## config.mk

```make
export PLATFORM = sky130hd
export DESIGN_NAME = dac_frame_stager
export DESIGN_NICKNAME = d
export VERILOG_FILES = /design/src/rtl/dfs_pkg.sv /design/src/rtl/dfs_frame_timer.sv /design/src/rtl/dfs_write_decoder.sv /design/src/rtl/dfs_channel_lane.sv /design/src/rtl/dac_frame_stager.sv
export SDC_FILE = /design/constraint.sdc
export NUM_CORES = 2
export LEC_CHECK = 0
export BUFFER_PORTS_ARGS = -buffer_cell sky130_fd_sc_hd__buf_2
export CAP_MARGIN = 20
export CORE_UTILIZATION = 40
export CTS_CLUSTER_DIAMETER = 50
export DETAILED_ROUTE_END_ITERATION = 6
export GPL_ROUTABILITY_DRIVEN = 0
export PLACE_DENSITY_LB_ADDON = 0.05
export SLEW_MARGIN = 20
export SYNTH_ARGS = -nofsm -noshare
export SYNTH_HDL_FRONTEND = slang
export SYNTH_SLANG_ARGS = --single-unit
```

## constraint.sdc

```tcl
create_clock -name clk -period 2.4 [get_ports clk]
set_clock_uncertainty 0.15 [all_clocks]
set_input_delay 0.12 -clock clk [delete_from_list [all_inputs] [get_ports clk]]
set_output_delay 0.12 -clock clk [all_outputs]
set_load 0.05 [all_outputs]
```

## src/rtl/dfs_pkg.sv

```systemverilog
package dfs_pkg;
  localparam int SAMPLE_W = 16;
  localparam logic [SAMPLE_W-1:0] MIDSCALE = 16'h8000;

  localparam logic [7:0] ADDR_UPDATE = 8'h20;
  localparam logic [7:0] ADDR_HOLD   = 8'h21;
  localparam logic [7:0] ADDR_CFG    = 8'h22;
  localparam logic [7:0] ADDR_LED    = 8'h23;
  localparam logic [7:0] ADDR_CONT   = 8'h25;

  localparam int CFG_W       = 4;
  localparam int CFG_CORE_RST = 0;
  localparam int CFG_ANA_OFF  = 1;
  localparam int CFG_MID      = 2;
  localparam int CFG_ERR_CLR  = 3;
  localparam int LED_W        = 8;
endpackage

```

## src/rtl/dfs_frame_timer.sv

```systemverilog
module dfs_frame_timer #(
  parameter int FRAME_LEN = 98
) (
  input  logic clk,
  input  logic rst_n,
  output logic tick
);
  localparam int CNT_W = $clog2(FRAME_LEN);
  localparam logic [CNT_W-1:0] LAST = CNT_W'(FRAME_LEN - 1);

  logic [CNT_W-1:0] cnt;

  assign tick = (cnt == LAST);

  always_ff @(posedge clk or negedge rst_n) begin
    if (!rst_n) cnt <= '0;
    else if (tick) cnt <= '0;
    else cnt <= cnt + 1'b1;
  end

  // boundary never repeats on consecutive cycles
  p_tick_gap_r2: assert property (@(posedge clk) disable iff (!rst_n)
    tick |=> !tick);
  // counter stays inside the frame
  p_cnt_range_r2: assert property (@(posedge clk) disable iff (!rst_n)
    cnt <= LAST);
endmodule

```

## src/rtl/dfs_write_decoder.sv

```systemverilog
module dfs_write_decoder
  import dfs_pkg::*;
#(
  parameter int NUM_CH     = 32,
  parameter int LOG2_GROUP = 2,
  parameter int BUS_W      = 64,
  parameter int LEN_W      = 3
) (
  input  logic                       fire,
  input  logic                       group,
  input  logic [7:0]                 addr,
  input  logic [LEN_W-1:0]           len,
  input  logic [BUS_W-1:0]           data,
  output logic [NUM_CH-1:0]          stage_en,
  output logic [NUM_CH*SAMPLE_W-1:0] stage_val,
  output logic                       upd_we,
  output logic                       hold_we,
  output logic                       cfg_we,
  output logic                       led_we,
  output logic                       cont_we,
  output logic                       misalign
);
  localparam int GROUP = 1 << LOG2_GROUP;
  localparam logic [7:0] ALIGN    = 8'(GROUP - 1);
  localparam logic [7:0] CH_LIMIT = 8'(NUM_CH);

  logic in_range, aligned, grp_ok, one_ok, ctl;

  assign in_range = (addr < CH_LIMIT);
  assign aligned  = ((addr & ALIGN) == 8'd0);
  assign grp_ok   = fire & group & in_range & aligned;
  assign one_ok   = fire & ~group & in_range;
  assign misalign = fire & group & in_range & ~aligned;
  assign ctl      = fire & ~group;

  assign upd_we  = ctl & (addr == ADDR_UPDATE);
  assign hold_we = ctl & (addr == ADDR_HOLD);
  assign cfg_we  = ctl & (addr == ADDR_CFG);
  assign led_we  = ctl & (addr == ADDR_LED);
  assign cont_we = ctl & (addr == ADDR_CONT);

  for (genvar c = 0; c < NUM_CH; c++) begin : g_ch
    localparam logic [7:0] C8 = 8'(c);
    localparam int K = c % GROUP;
    localparam logic [LEN_W-1:0] KL = LEN_W'(K);
    logic hit_one, hit_grp;
    assign hit_one = one_ok & (addr == C8);
    assign hit_grp = grp_ok & ((addr >> LOG2_GROUP) == (C8 >> LOG2_GROUP));
    assign stage_en[c] = hit_one | hit_grp;
    always_comb begin
      if (hit_grp)
        stage_val[c*SAMPLE_W +: SAMPLE_W] = (len > KL) ? data[K*SAMPLE_W +: SAMPLE_W] : '0;
      else
        stage_val[c*SAMPLE_W +: SAMPLE_W] = data[SAMPLE_W-1:0];
    end
  end
endmodule

```

## src/rtl/dfs_channel_lane.sv

```systemverilog
module dfs_channel_lane
  import dfs_pkg::*;
(
  input  logic                clk,
  input  logic                rst_n,
  input  logic                tick,
  input  logic                stage_en,
  input  logic [SAMPLE_W-1:0] stage_val,
  input  logic                held,
  input  logic                upd,
  input  logic                cont,
  input  logic                force_mid,
  output logic                pub,
  output logic [SAMPLE_W-1:0] out_val
);
  logic [SAMPLE_W-1:0] staged;
  logic                dirty;
  logic                commit;

  assign commit = cont | (held ? upd : dirty);

  always_ff @(posedge clk or negedge rst_n) begin
    if (!rst_n) begin
      staged <= MIDSCALE;
      dirty  <= 1'b0;
    end else begin
      if (stage_en) staged <= stage_val;
      if (stage_en) dirty <= 1'b1;
      else if (tick && commit && !force_mid) dirty <= 1'b0;
    end
  end

  always_ff @(posedge clk or negedge rst_n) begin
    if (!rst_n) begin
      out_val <= MIDSCALE;
      pub     <= 1'b0;
    end else if (tick) begin
      if (force_mid) begin
        out_val <= MIDSCALE;
        pub     <= 1'b1;
      end else if (commit) begin
        out_val <= staged;
        pub     <= 1'b1;
      end else begin
        pub <= 1'b0;
      end
    end else begin
      pub <= 1'b0;
    end
  end

  // held channel without update, continuous or force stays silent
  p_held_quiet_r4: assert property (@(posedge clk) disable iff (!rst_n)
    (tick && held && !upd && !cont && !force_mid) |=> !pub);
  // force mid-scale publishes 0x8000
  p_force_mid_r9: assert property (@(posedge clk) disable iff (!rst_n)
    (tick && force_mid) |=> (pub && out_val == MIDSCALE));
endmodule

```

## src/rtl/dac_frame_stager.sv

```systemverilog
module dac_frame_stager
  import dfs_pkg::*;
#(
  parameter int NUM_CH     = 32,
  parameter int LOG2_GROUP = 2,
  parameter int FRAME_LEN  = 98,
  localparam int GROUP = 1 << LOG2_GROUP,
  localparam int GRP_W = SAMPLE_W * GROUP,
  localparam int BUS_W = (GRP_W > 32) ? GRP_W : 32,
  localparam int LEN_W = $clog2(GROUP + 1)
) (
  input  logic                       clk,
  input  logic                       rst_n,
  input  logic                       wr_valid,
  output logic                       wr_ready,
  input  logic                       wr_group,
  input  logic [7:0]                 wr_addr,
  input  logic [LEN_W-1:0]           wr_len,
  input  logic [BUS_W-1:0]           wr_data,
  output logic                       frame_stb,
  output logic [NUM_CH-1:0]          pub_mask,
  output logic [NUM_CH*SAMPLE_W-1:0] pub_data,
  output logic [CFG_W-1:0]           cfg_o,
  output logic [LED_W-1:0]           led_o,
  output logic                       grp_err
);
  logic tick, fire;
  logic [NUM_CH-1:0] stage_en;
  logic [NUM_CH*SAMPLE_W-1:0] stage_val;
  logic upd_we, hold_we, cfg_we, led_we, cont_we, misalign;
  logic [NUM_CH-1:0] hold_reg, hold_snap, upd_reg, cont_reg;

  assign fire = wr_valid & wr_ready;

  dfs_frame_timer #(.FRAME_LEN(FRAME_LEN)) u_timer (
    .clk(clk), .rst_n(rst_n), .tick(tick));

  dfs_write_decoder #(
    .NUM_CH(NUM_CH), .LOG2_GROUP(LOG2_GROUP), .BUS_W(BUS_W), .LEN_W(LEN_W)
  ) u_dec (
    .fire(fire), .group(wr_group), .addr(wr_addr), .len(wr_len), .data(wr_data),
    .stage_en(stage_en), .stage_val(stage_val),
    .upd_we(upd_we), .hold_we(hold_we), .cfg_we(cfg_we), .led_we(led_we),
    .cont_we(cont_we), .misalign(misalign));

  always_ff @(posedge clk or negedge rst_n) begin
    if (!rst_n) begin
      wr_ready  <= 1'b0;
      frame_stb <= 1'b0;
      hold_reg  <= '0;
      hold_snap <= '0;
      upd_reg   <= '0;
      cont_reg  <= '0;
      cfg_o     <= '0;
      led_o     <= '0;
      grp_err   <= 1'b0;
    end else begin
      wr_ready  <= 1'b1;
      frame_stb <= tick;
      if (hold_we) hold_reg <= wr_data[NUM_CH-1:0];
      if (tick) hold_snap <= hold_reg;
      if (upd_we) upd_reg <= wr_data[NUM_CH-1:0];
      else if (tick) upd_reg <= '0;
      if (cont_we) cont_reg <= wr_data[NUM_CH-1:0];
      if (cfg_we) cfg_o <= wr_data[CFG_W-1:0];
      if (led_we) led_o <= wr_data[LED_W-1:0];
      if (misalign) grp_err <= 1'b1;
      else if (cfg_we && wr_data[CFG_ERR_CLR]) grp_err <= 1'b0;
    end
  end

  for (genvar c = 0; c < NUM_CH; c++) begin : g_lane
    dfs_channel_lane u_lane (
      .clk(clk), .rst_n(rst_n), .tick(tick),
      .stage_en(stage_en[c]), .stage_val(stage_val[c*SAMPLE_W +: SAMPLE_W]),
      .held(hold_snap[c]), .upd(upd_reg[c]), .cont(cont_reg[c]),
      .force_mid(cfg_o[CFG_MID]),
      .pub(pub_mask[c]), .out_val(pub_data[c*SAMPLE_W +: SAMPLE_W]));
  end

  // no channel is published outside the frame strobe
  p_mask_idle_r2: assert property (@(posedge clk) disable iff (!rst_n)
    !frame_stb |-> (pub_mask == '0));
  // update mask is consumed at the boundary
  p_upd_selfclear_r4: assert property (@(posedge clk) disable iff (!rst_n)
    (tick && !upd_we) |=> (upd_reg == '0));
  // error flag stays set until a configuration write
  p_err_sticky_r8: assert property (@(posedge clk) disable iff (!rst_n)
    (grp_err && !cfg_we) |=> grp_err);
  // port accepts writes once running
  p_ready_r11: assert property (@(posedge clk) disable iff (!rst_n)
    $past(rst_n) |-> wr_ready);
endmodule

```

==> metrics.cfg <==
[sta]
worst_slack_ps = 77.4
slew_viol_final = 0
fin_crit_sh_pct = 96.8
setup_viol = 0
tns_ps = 0
maxSlewHeadroom_pct = 39.7
finalHoldViolCount = 0
rsz0062_at_grt = no
fmax_mhz = 431
period_minus_slack_ps = 2320
worstMarginPinSlew_ps = 904

[routing]
viasPerCell = 5.98
vias = 39400
ant_nets = 0
wire_per_inst_um = 29.3
wl_mm = 193
first_pass_iters = 6
drt_iter0_drc = 3757
remaining_drc_errors = 0

[yosys]
avgSynthCellArea_sq_um = 12.2
async_flop_share_pct = 100
ys_seq_area_share_pct = 62.8
mappedNetlistNets = 4142
synth_compound_area_share_pct = 23.2
synthAdderAreaFrac_pct = 0.0506
synth_top_area_cell = dfrtp_1
synth_edf_count = 0
synth_seq_cells = 1238
synthXorXnorAreaFrac_pct = 0.0709
synthFlopType = dfrtp_1
synthCells = 4061
synth_area_sq_um = 49400
synth.distinct_cells = 66
ys_warn_count = 0
synth_area_leaders = dfrtp_1 59%, a22o_1 9.7%, a221oi_1 6.8%
netlist.area_leader.share_pct = 59.4
synth_mux_area_share_pct = 1.71
yosys.area_share.simple_pct = 7.37
synth_top_family_by_area = compound AO/OA/AOI/OAI gates

[pwr]
p_comb_share_pct = 4.6
pwr-share-seq_pct = 46.5
switching_share_pct = 23.6
p_per_area_nw_per_um2 = 747
static-leakage-power_nw = 31.3
p_sw_mw = 10.9
power.total_mw = 46.3
p_clk_share_pct = 48.9
p_int_mw = 35.3
ir_worst_vdd_mv = 0.681

[placement]
dpl_cell_area_sq_um = 56100
dp_hpwl_mm = 130
pre_cts_ws_ps = 114
dpl.cell_count = 6216
portBuffers = 637

[global_routing]
grt_pass1_vias = 39000
overflow = 0
grtUsageTotal_pct = 30.5
grt_max_degree = 116
grt_antenna_before_repair = 13
grt_first_pass_wirelength_mm = 281

[final_layout]
stdcell_area_sq_um = 61900
drive_gt1_share_pct = 27.8
areaGrowthSynthToFinish_pct = 25.3
nets = 4909
stdcell_count = 6583
reg.largest.list = g_lane.u_lane.out_val x512, g_lane.u_lane.staged x512

[critical_path]
arrival_ps = 2830
path_cells = dlygate4sd3_1 > buf_2 > or4b_1 > nor3_4 > buf_12 > nand2_1 > dlygate4sd3_1 > o21ai_0
start_kind = primary input
required_ps = 2910
cpMostUsedCell = dlygate4sd3_1
slowest_delay_ps = 650
criticalPathCategory = in2reg
critPathCaptureType = flip-flop
critPathSlowestCell = or4b_1
cp_max_fo = 40

[clocking]
clk_latency_ps = 750
clkSinkCount = 1238
clkSlewWorstSetupHoldPaths_ps = 60
cts_setup_buffers = 0
clk_path_buf_depth = 3
numCtsBuffers = 148
htree_levels = 4
cts_tree = done
cts_root_buf = clkbuf_16

[floorplanning]
core_sq_um = 122000
dieHeight_um = 354
die_x_um = 354
start_util_pct = 40.4
fp.dieArea_sq_um = 125000
num_rows = 128
io_pins = 638

[job]
maxCapViolCount = 0

[status]
outcome = complete, no violations

[worst_hold_path]
hold_class = in2reg

## cells in the mapped netlist (17+ instances only)
cell type / instances
mux2_2: 71
a22o_1: 545
dfrtp_1: 1174
nand2_1: 340
nor3_1: 25
nor2b_1: 37
a21o_1: 29
a221oi_1: 384
o211ai_1: 27
a21oi_1: 405
buf_4: 60
o21ai_1: 17
a211oi_1: 27
clkbuf_1: 184
inv_1: 95
buf_2: 142
o21ai_0: 94
nand3_1: 30
and3_1: 65
dfstp_2: 64
and2_1: 51
nor2_1: 74
## power by group through the flow
stage	Clock (mW)	Combinational [mW]	Sequential [mW]
finish	22.6	2.13	21.5
detailed placement	0	2.03	21.9
global route	23.9	2.31	21.5
floorplan	0	0.726	21.8
CTS	23.0	2.15	21.5
global placement	0	2.01	21.9
## layout make-up
cell class,count,area [sq um]
diodes,5,12.5
clock inverters,54,579
clock buffers,221,4370
repair buffers,1021,7280
inverters,97,364
fillers,11000,60300
well taps,1625,2030
multi-input cells,2322,16200
flip-flops and latches,1238,31100
## layout by cell type (no fill, tap or decap), types with 29 or more instances in the layout
master,netlist,routed
nor2_1,74,69
inv_1,95,95
a221oi_1,384,384
mux2_2,71,71
and2_1,51,51
buf_12,0,79
clkbuf_16,0,154
nand3_1,30,29
and3_1,65,65
buf_4,60,220
buf_2,142,636
a22o_1,545,545
a21oi_1,405,405
nand2_1,340,337
dlygate4sd3_1,0,86
o21ai_0,94,94
dfstp_2,64,64
nor2b_1,37,34
clkbuf_1,184,41
dfrtp_1,1174,1173
## per-stage QoR
step | hold WS (ps) | util, %
after floorplan | -326 | -
after global routing | 36.1 | 50.7
after CTS | 5.74 | 50.6
after global placement | -97.4 | 45.9
after detailed placement | -97.7 | 45.9
final | 55.6 | 50.7
## worst paths after layout
| kind | cells after the start | end | slack, ps | start |
|---|---|---|---|---|
| max in group asynchronous | 5 | g_lane[22].u_lane.out_val[15] | 950 | rst_n |
| min | 5 | g_lane[17].u_lane.staged[0] | 60 | wr_addr[2] |
| max reg2reg | 7 | g_lane[25].u_lane.out_val[9] | 110 | u_timer.cnt[1] |
| min in group asynchronous | 4 | g_lane[16].u_lane.staged[8] | 490 | rst_n |
| max | 8 | upd_reg[26] | 80 | wr_addr[4] |
| min reg2reg | 2 | hold_snap[0] | 310 | hold_reg[0] |
## layer usage
layer,routed length [um],vias to the layer above,GRT usage [%]
met2,88600,1712,46.9
li1,-,16800,-
met1,83800,20500,43.3
met3,13400,297,5.51
met5,28,-,0
met4,7150,4,11.3
## kinds of logic after synthesis
group,Yosys count
and+or+nand+nor,696
other,1
DFF,1238
AOI/OAI and AO/OA,1544
muxes,75
xor gates and xnor gates,4
buffers and inverters,501
adders and majority gates,2
## critical path, delay by kind of cell
family | cells | cell delay [ps]
buffers and inverters | 4 | 1590
AO/OA/AOI/OAI | 1 | 80
AND/OR/NAND/NOR | 3 | 1010
## timing repair
item / in CTS / in global routing
resized for setup: 0 / 4
setup endpoints to repair: 0 / 15
hold buffers: 86 / 1
hold endpoints to repair: 1780 / 25
Note: power is estimated with default switching activity, not from simulation.
